===== config.mk =====
export PLATFORM = sky130hd
export DESIGN_NAME = dtb_bank
export DESIGN_NICKNAME = d
export VERILOG_FILES = /design/src/rtl/dtb_pkg.sv /design/src/rtl/dtb_prescale.sv /design/src/rtl/dtb_channel.sv /design/src/rtl/dtb_bank.sv
export SDC_FILE = /design/constraint.sdc
export NUM_CORES = 1
export LEC_CHECK = 0
export ABC_AREA = 1
export BUFFER_PORTS_ARGS = -buffer_cell sky130_fd_sc_hd__buf_2
export CELL_PAD_IN_SITES_DETAIL_PLACEMENT = 0
export CELL_PAD_IN_SITES_GLOBAL_PLACEMENT = 1
export CORE_MARGIN = 1
export CORE_UTILIZATION = 48
export DETAILED_ROUTE_END_ITERATION = 8
export GPL_ROUTABILITY_DRIVEN = 0
export PLACE_DENSITY_LB_ADDON = 0.1
export RECOVER_POWER = 50
export SLEW_MARGIN = 20
export SYNTH_ARGS = -nofsm -noshare
export SYNTH_HDL_FRONTEND = slang
export SYNTH_SLANG_ARGS = --single-unit

===== constraint.sdc =====
create_clock -name clk -period 3.16 [get_ports clk]
set_input_delay 0.632 -clock clk [delete_from_list [all_inputs] [get_ports clk]]
set_output_delay 0.632 -clock clk [all_outputs]
set_load 0.05 [all_outputs]

===== src/rtl/dtb_pkg.sv =====
package dtb_pkg;

    localparam int REG_W  = 32;
    localparam int HALF_W = REG_W / 2;
    localparam int PS_W   = 8;

    // Control byte; field order is the software-visible bit layout.
    typedef struct packed {
        logic       run;
        logic       reload_mode;
        logic       irq_en;
        logic       spare;
        logic [1:0] div_sel;
        logic       wide;
        logic       single;
    } tmr_ctrl_t;

    localparam logic [7:0] CTRL_KEEP = 8'hEF;
    localparam logic [7:0] CTRL_RST  = 8'h20;

    // Word slots inside one channel's 32-byte region.
    localparam logic [2:0] SLOT_RELOAD   = 3'd0;
    localparam logic [2:0] SLOT_COUNT    = 3'd1;
    localparam logic [2:0] SLOT_CTRL     = 3'd2;
    localparam logic [2:0] SLOT_ACK      = 3'd3;
    localparam logic [2:0] SLOT_RAW      = 3'd4;
    localparam logic [2:0] SLOT_MASKED   = 3'd5;
    localparam logic [2:0] SLOT_BGRELOAD = 3'd6;

    // Word addresses (byte address >> 2) for a 12-bit window.
    localparam logic [9:0] W_TEST_EN  = 10'h3C0;
    localparam logic [9:0] W_TEST_OUT = 10'h3C1;
    localparam logic [9:0] W_ID_FIRST = 10'h3F4;

    function automatic logic [7:0] id_byte(input logic [3:0] idx);
        logic [7:0] b;
        case (idx)
            4'd0:    b = 8'h04;
            4'd4:    b = 8'h23;
            4'd5:    b = 8'hB8;
            4'd6:    b = 8'h1B;
            4'd8:    b = 8'h0D;
            4'd9:    b = 8'hF0;
            4'd10:   b = 8'h05;
            4'd11:   b = 8'hB1;
            default: b = 8'h00;
        endcase
        return b;
    endfunction

    // Terminal count of the divider for each select code.
    function automatic logic [PS_W-1:0] div_limit(input logic [1:0] sel);
        logic [PS_W-1:0] l;
        case (sel)
            2'd0:    l = '0;
            2'd1:    l = PS_W'(15);
            default: l = PS_W'(255);
        endcase
        return l;
    endfunction

endpackage


===== src/rtl/dtb_prescale.sv =====
module dtb_prescale
    import dtb_pkg::*;
(
    input  logic       clk,
    input  logic       rst_n,
    input  logic       en,
    input  logic       clr,
    input  logic [1:0] sel,
    output logic       tick
);

    logic [PS_W-1:0] cnt_d, cnt_q;
    logic [PS_W-1:0] lim;

    always_comb begin
        lim  = div_limit(sel);
        tick = en && (cnt_q >= lim);
        if (!en || clr || tick) begin
            cnt_d = '0;
        end else begin
            cnt_d = cnt_q + 1'b1;
        end
    end

    always_ff @(posedge clk or negedge rst_n) begin
        if (!rst_n) begin
            cnt_q <= '0;
        end else begin
            cnt_q <= cnt_d;
        end
    end

    // A divided tick is never followed by another unless the divider is 1.
    AST_DIV_GAP: assert property (@(posedge clk) disable iff (!rst_n)
        (tick && sel != 2'd0) |=> (!tick || sel == 2'd0));

endmodule


===== src/rtl/dtb_channel.sv =====
module dtb_channel
    import dtb_pkg::*;
(
    input  logic             clk,
    input  logic             rst_n,
    input  logic             wr_reload,
    input  logic             wr_bgreload,
    input  logic             wr_ctrl,
    input  logic             wr_ack,
    input  logic [REG_W-1:0] wdata,
    output logic [REG_W-1:0] reload_o,
    output logic [REG_W-1:0] count_o,
    output tmr_ctrl_t        ctrl_o,
    output logic             raw_o
);

    typedef struct packed {
        logic [REG_W-1:0] reload;
        logic [REG_W-1:0] count;
        tmr_ctrl_t        ctrl;
        logic             raw;
    } ch_state_t;

    ch_state_t        st_d, st_q;
    logic             tick;
    logic             hit;
    logic [REG_W-1:0] mask;
    logic [REG_W-1:0] view;
    logic [REG_W-1:0] stepped;

    dtb_prescale u_div (
        .clk   (clk),
        .rst_n (rst_n),
        .en    (st_q.ctrl.run),
        .clr   (wr_reload | wr_ctrl),
        .sel   (st_q.ctrl.div_sel),
        .tick  (tick)
    );

    always_comb begin
        st_d    = st_q;
        mask    = st_q.ctrl.wide ? {REG_W{1'b1}} : {{HALF_W{1'b0}}, {HALF_W{1'b1}}};
        view    = st_q.count & mask;
        hit     = 1'b0;
        stepped = view;

        if (tick) begin
            if (view == REG_W'(1)) begin
                stepped = '0;
                hit     = 1'b1;
            end else if (view == '0) begin
                if (st_q.ctrl.single) begin
                    stepped = '0;
                end else if (st_q.ctrl.reload_mode) begin
                    stepped = st_q.reload & mask;
                end else begin
                    stepped = mask;
                end
            end else begin
                stepped = view - 1'b1;
            end
        end

        st_d.count = (st_q.count & ~mask) | (stepped & mask);

        if (hit) begin
            st_d.raw = 1'b1;
        end else if (wr_ack) begin
            st_d.raw = 1'b0;
        end

        if (wr_reload) begin
            st_d.reload = wdata;
            st_d.count  = wdata;
        end
        if (wr_bgreload) begin
            st_d.reload = wdata;
        end
        if (wr_ctrl) begin
            st_d.ctrl = tmr_ctrl_t'(wdata[7:0] & CTRL_KEEP);
        end
    end

    always_ff @(posedge clk or negedge rst_n) begin
        if (!rst_n) begin
            st_q.reload <= '0;
            st_q.count  <= '1;
            st_q.ctrl   <= tmr_ctrl_t'(CTRL_RST);
            st_q.raw    <= 1'b0;
        end else begin
            st_q <= st_d;
        end
    end

    assign reload_o = st_q.reload;
    assign count_o  = st_q.count;
    assign ctrl_o   = st_q.ctrl;
    assign raw_o    = st_q.raw;

    AST_SINGLE_PARKED: assert property (@(posedge clk) disable iff (!rst_n)
        (st_q.ctrl.run && st_q.ctrl.single && view == '0 && !wr_reload && !wr_ctrl)
        |=> $stable(st_q.count));

    AST_HIT_SETS_RAW: assert property (@(posedge clk) disable iff (!rst_n)
        (tick && view == REG_W'(1)) |=> st_q.raw);

    AST_UPPER_KEPT: assert property (@(posedge clk) disable iff (!rst_n)
        (!st_q.ctrl.wide && !wr_reload) |=> $stable(st_q.count[REG_W-1:HALF_W]));

    AST_ACK_CLEARS: assert property (@(posedge clk) disable iff (!rst_n)
        (wr_ack && !(tick && view == REG_W'(1))) |=> !st_q.raw);

endmodule


===== src/rtl/dtb_bank.sv =====
module dtb_bank
    import dtb_pkg::*;
#(
    parameter int ADDR_W = 12,
    parameter int NUM_CH = 2
) (
    input  logic              clk,
    input  logic              rst_n,
    input  logic              psel,
    input  logic              penable,
    input  logic              pwrite,
    input  logic [ADDR_W-1:0] paddr,
    input  logic [REG_W-1:0]  pwdata,
    output logic [REG_W-1:0]  prdata,
    output logic              pready,
    output logic              pslverr,
    output logic [NUM_CH-1:0] irq_ch,
    output logic              irq_any
);

    localparam int WORD_W   = ADDR_W - 2;
    localparam int CH_IDX_W = ADDR_W - 5;

    typedef struct packed {
        logic              test_en;
        logic [NUM_CH-1:0] test_out;
        logic [NUM_CH-1:0] irq;
        logic              irq_any;
        logic [REG_W-1:0]  rdata;
    } bank_state_t;

    bank_state_t st_d, st_q;

    logic [WORD_W-1:0]   word;
    logic [CH_IDX_W-1:0] ch_sel;
    logic [2:0]          slot;
    logic                wr_go;
    logic                rd_setup;
    logic                ch_hit;
    logic [REG_W-1:0]    rd_val;
    logic [NUM_CH-1:0]   irq_src;

    logic [REG_W-1:0] ch_reload [NUM_CH];
    logic [REG_W-1:0] ch_count  [NUM_CH];
    tmr_ctrl_t        ch_ctrl   [NUM_CH];
    logic             ch_raw    [NUM_CH];

    logic unused_lsb;
    assign unused_lsb = &{1'b0, paddr[1:0]};

    assign word     = paddr[ADDR_W-1:2];
    assign ch_sel   = paddr[ADDR_W-1:5];
    assign slot     = paddr[4:2];
    assign wr_go    = psel && penable && pwrite;
    assign rd_setup = psel && !penable && !pwrite;

    for (genvar g = 0; g < NUM_CH; g++) begin : g_ch
        logic sel_g;
        assign sel_g = wr_go && (ch_sel == CH_IDX_W'(g));

        dtb_channel u_ch (
            .clk         (clk),
            .rst_n       (rst_n),
            .wr_reload   (sel_g && slot == SLOT_RELOAD),
            .wr_bgreload (sel_g && slot == SLOT_BGRELOAD),
            .wr_ctrl     (sel_g && slot == SLOT_CTRL),
            .wr_ack      (sel_g && slot == SLOT_ACK),
            .wdata       (pwdata),
            .reload_o    (ch_reload[g]),
            .count_o     (ch_count[g]),
            .ctrl_o      (ch_ctrl[g]),
            .raw_o       (ch_raw[g])
        );

        AST_NORMAL_DRIVE: assert property (@(posedge clk) disable iff (!rst_n)
            !st_q.test_en |=> (irq_ch[g] == $past(ch_raw[g] && ch_ctrl[g].irq_en)));
    end

    always_comb begin
        st_d   = st_q;
        rd_val = '0;
        ch_hit = 1'b0;

        for (int i = 0; i < NUM_CH; i++) begin
            if (ch_sel == CH_IDX_W'(i)) begin
                ch_hit = 1'b1;
                case (slot)
                    SLOT_RELOAD, SLOT_BGRELOAD: rd_val = ch_reload[i];
                    SLOT_COUNT:  rd_val = ch_count[i];
                    SLOT_CTRL:   rd_val = {{(REG_W-8){1'b0}}, ch_ctrl[i]};
                    SLOT_RAW:    rd_val = {{(REG_W-1){1'b0}}, ch_raw[i]};
                    SLOT_MASKED: rd_val = {{(REG_W-1){1'b0}}, ch_raw[i] && ch_ctrl[i].irq_en};
                    default:     rd_val = '0;
                endcase
            end
        end
        if (!ch_hit) begin
            if (word == W_TEST_EN) begin
                rd_val = {{(REG_W-1){1'b0}}, st_q.test_en};
            end else if (word >= W_ID_FIRST) begin
                rd_val = {{(REG_W-8){1'b0}}, id_byte(4'(word - W_ID_FIRST))};
            end
        end

        for (int i = 0; i < NUM_CH; i++) begin
            irq_src[i] = st_q.test_en ? st_q.test_out[i] : (ch_raw[i] && ch_ctrl[i].irq_en);
        end
        st_d.irq     = irq_src;
        st_d.irq_any = |irq_src;

        if (wr_go && word == W_TEST_EN) begin
            st_d.test_en = pwdata[0];
        end
        if (wr_go && word == W_TEST_OUT) begin
            st_d.test_out = pwdata[NUM_CH-1:0];
        end
        if (rd_setup) begin
            st_d.rdata = rd_val;
        end
    end

    always_ff @(posedge clk or negedge rst_n) begin
        if (!rst_n) begin
            st_q <= '0;
        end else begin
            st_q <= st_d;
        end
    end

    assign prdata  = st_q.rdata;
    assign pready  = 1'b1;
    assign pslverr = 1'b0;
    assign irq_ch  = st_q.irq;
    assign irq_any = st_q.irq_any;

    AST_ANY_MATCHES: assert property (@(posedge clk) disable iff (!rst_n)
        irq_any == (|irq_ch));

    AST_TEST_DRIVE: assert property (@(posedge clk) disable iff (!rst_n)
        st_q.test_en |=> (irq_ch == $past(st_q.test_out)));

    AST_READ_HOLD: assert property (@(posedge clk) disable iff (!rst_n)
        !rd_setup |=> $stable(prdata));

endmodule


==> impl_metrics.json <==
{
  "maxCapViolCount": 1,
  "critPathMaxStageDelay_ps": 950,
  "cts_buffers": 17,
  "synth_area_leaders": "dfrtp_1 (24%), nand2_1 (18%), dfstp_2 (12%)",
  "synthArstFlopShare": 1.00,
  "fillCellCount": 3020,
  "status": "finished, violations left",
  "grt_max_degree": 74,
  "synthDistinctLibCells": 50,
  "synth_xor_xnor_area_share": 0.0193,
  "hold_buffers": 0,
  "synth_top_family_by_area": "simple AND/OR/NAND/NOR gates",
  "dp_cells": 2488,
  "coreArea_um2": 28800,
  "worst_path_most_repeated_cell": "nand2_1",
  "slew-limit-headroom": -0.351,
  "post-place-ws_ps": 364,
  "antenna_found_initial": 0,
  "yosys-top-cells-count": "nand2_1 (656), inv_1 (273), o21ai_0 (196)",
  "drt_iter0_drc": 1368,
  "yosysMostFrequentCell": "nand2_1",
  "yosysWarnings": 0,
  "cts-root-buf": "clkbuf_16",
  "synth_compound_area_frac": 0.153,
  "synth_area_um2": 14100,
  "cts_setup_buffers": 0,
  "fin_tns_setup_ps": 0,
  "cp_data_arrival_time_ps": 3060,
  "multi_input_area_um2": 7230,
  "cts_tree": "done",
  "rsz0062_at_grt": "false",
  "dp_hpwl_um": 34400,
  "hold_class": "input port to register",
  "min_period_ps": 2680,
  "ir_drop_v": 0.000412,
  "area_growth_pct": 8.54,
  "synth-seq-cells": 198,
  "diodes": 0,
  "synthAdderAreaFrac": 0.0285,
  "first_global_vias": 13200,
  "yosys.area_share.simple": 0.313,
  "instances_no_fill": 2520,
  "std_cell_rows": 62,
  "drive_gt1_frac": 0.130,
  "setup_ws_ps": 482,
  "setup_violations": 0,
  "synth_area_per_cell_um2": 6.72,
  "grt_use_total": 0.315,
  "start_util": 0.488,
  "die_x_um": 173,
  "placed_cell_area_um2": 14700,
  "stdcell_area_um2": 15300,
  "cts_sinks": 198,
  "yosys.area.top_type": "dfrtp_1",
  "crit_path_end_kind": "register",
  "placement.io_buffers": 81,
  "wl_per_cell_um": 18.4,
  "skew_ps": 13.9,
  "crit_family": "flip-flops",
  "drv_slew": 72,
  "grt_pass1_wl_um": 73300,
  "postRouteAntennaNets": 0,
  "required_ps": 3540,
  "num-nets-final": 2204,
  "register_area_um2": 5040,
  "worst-path-buf-inv": 1,
  "synth_top_area_share": 0.235,
  "criticalPathCategory": "register to register",
  "drc_errors": 0,
  "h-tree-depth": 4,
  "clkTransAtPathRegs_ps": 80,
  "dr.pass1.iters": 6,
  "viasPerCell": 5.48,
  "synth-edff-count": 0,
  "total_power_w": 0.00803,
  "period_share": 0.847,
  "violations": "capacitance limit, slew limit",
  "p_per_area_nw_per_um2": 526,
  "crit_path_max_fanout": 21,
  "synth_ff_type": "dfrtp_1",
  "num_vias": 13800,
  "clk_latency_ps": 460,
  "p_leak_nw": 7.73,
  "cts-resized-gates": 0,
  "worstSetupStartpointType": "register",
  "slowest_stage": "dfrtp_1",
  "seq_area_frac_synth": 0.358,
  "max_freq_mhz": 373,
  "synthCells": 2092,
  "dieHeight_um": 173,
  "clock_path_buffers": 2,
  "io_pins": 86,
  "synthMuxAreaShare": 0,
  "worst_pin_slew_ps": 2030,
  "finalHoldViolCount": 0,
  "routed_wl_um": 46500,
  "die-area_um2": 30000,
  "overflow": 0,
  "synth_fp_nets": 2173,
  "path_cells": "nand2_1 -> nand2_1 -> nor2_2 -> nand2_1 -> nor2_2 -> nand2_2 -> clkinv_1 -> o21ai_0 -> o21ai_0 -> o21ai_1"
}
==> metal layers <==
layer / share of wire / track usage / vias up
met5: 0 / 0 / -
li1: - / - / 6739
met4: 0.036 / 0.119 / 0
met1: 0.44 / 0.424 / 6504
met2: 0.47 / 0.517 / 466
met3: 0.054 / 0.0407 / 92
==> worst paths after layout <==
check / start / to / slack, ps / depth (start not counted)
max: g_ch[0].u_ch.ctrl_o[1] / g_ch[0].u_ch.count_o[0] / 480 / 10
min: pwdata[9] / g_ch[1].u_ch.count_o[9] / 400 / 3
max reg2reg: g_ch[0].u_ch.ctrl_o[1] / g_ch[0].u_ch.count_o[0] / 480 / 10
min reg2reg: prdata[0] / prdata[0] / 480 / 2
max in group asynchronous: rst_n / g_ch[1].u_ch.reload_o[5] / 750 / 2
min in group asynchronous: rst_n / g_ch[1].u_ch.u_div.cnt_q[4] / 730 / 1
==> power breakdown <==
group          switching [W]  total, W  leakage [nW]  internal, W
clock network        0.00111   0.00238         0.292      0.00127
logic                0.00202   0.00294          4.93     0.000920
registers          0.0000746   0.00271          2.52      0.00263
total                0.00320   0.00803          7.73      0.00482
==> worst min-delay path, cell delays in order <==
cell	delay [ps]
buf_2	110
nand2_1	50
nand3_1	60
==> placed cells by master, fill, tap and decap left out, types with 13 or more instances in the layout <==
cell       synthesis  final
a22oi_1           27     27
dfstp_2           66     64
dfrtp_1          132    132
o21ai_0          196    196
inv_1            273    273
xor2_1            23     23
nand2_1          656    655
ha_1              32     32
nor2_1           160    157
clkbuf_1          41     13
nand3_1          127    127
buf_4             41     43
a21oi_1           59     59
buf_2             26     69
clkbuf_16          0     17
nand2_2           24     25
nand4_1           36     36
o22ai_1           65     65
==> logic make-up after synthesis <==
logic type	count (synthesis)
and+or+nand+nor	1041
adders and majority gates	32
xor gates and xnor gates	31
AOI/OAI and AO/OA	383
other	2
DFF	198
buffers and inverters	405
==> through the flow <==
| step | utilization | hold slack, ps |
|---|---|---|
| 2_1_floorplan | - | 336 |
| 3_3_place_gp | 0.510 | 458 |
| 4_1_cts | 0.531 | 228 |
| 3_5_place_dp | 0.510 | 460 |
| 6_report | 0.530 | 400 |
| 5_1_grt | 0.530 | 399 |
==> final cells by class <==
cell class,instances,share of cell area
clock buffers,18,0.0281
repair buffers,131,0.0530
flip-flops and latches,198,0.330
inverters,286,0.0704
well taps,384,0.0315
clock inverters,14,0.0126
multi-input cells,1489,0.474
No activity file was read; power rests on OpenSTA's default activity.
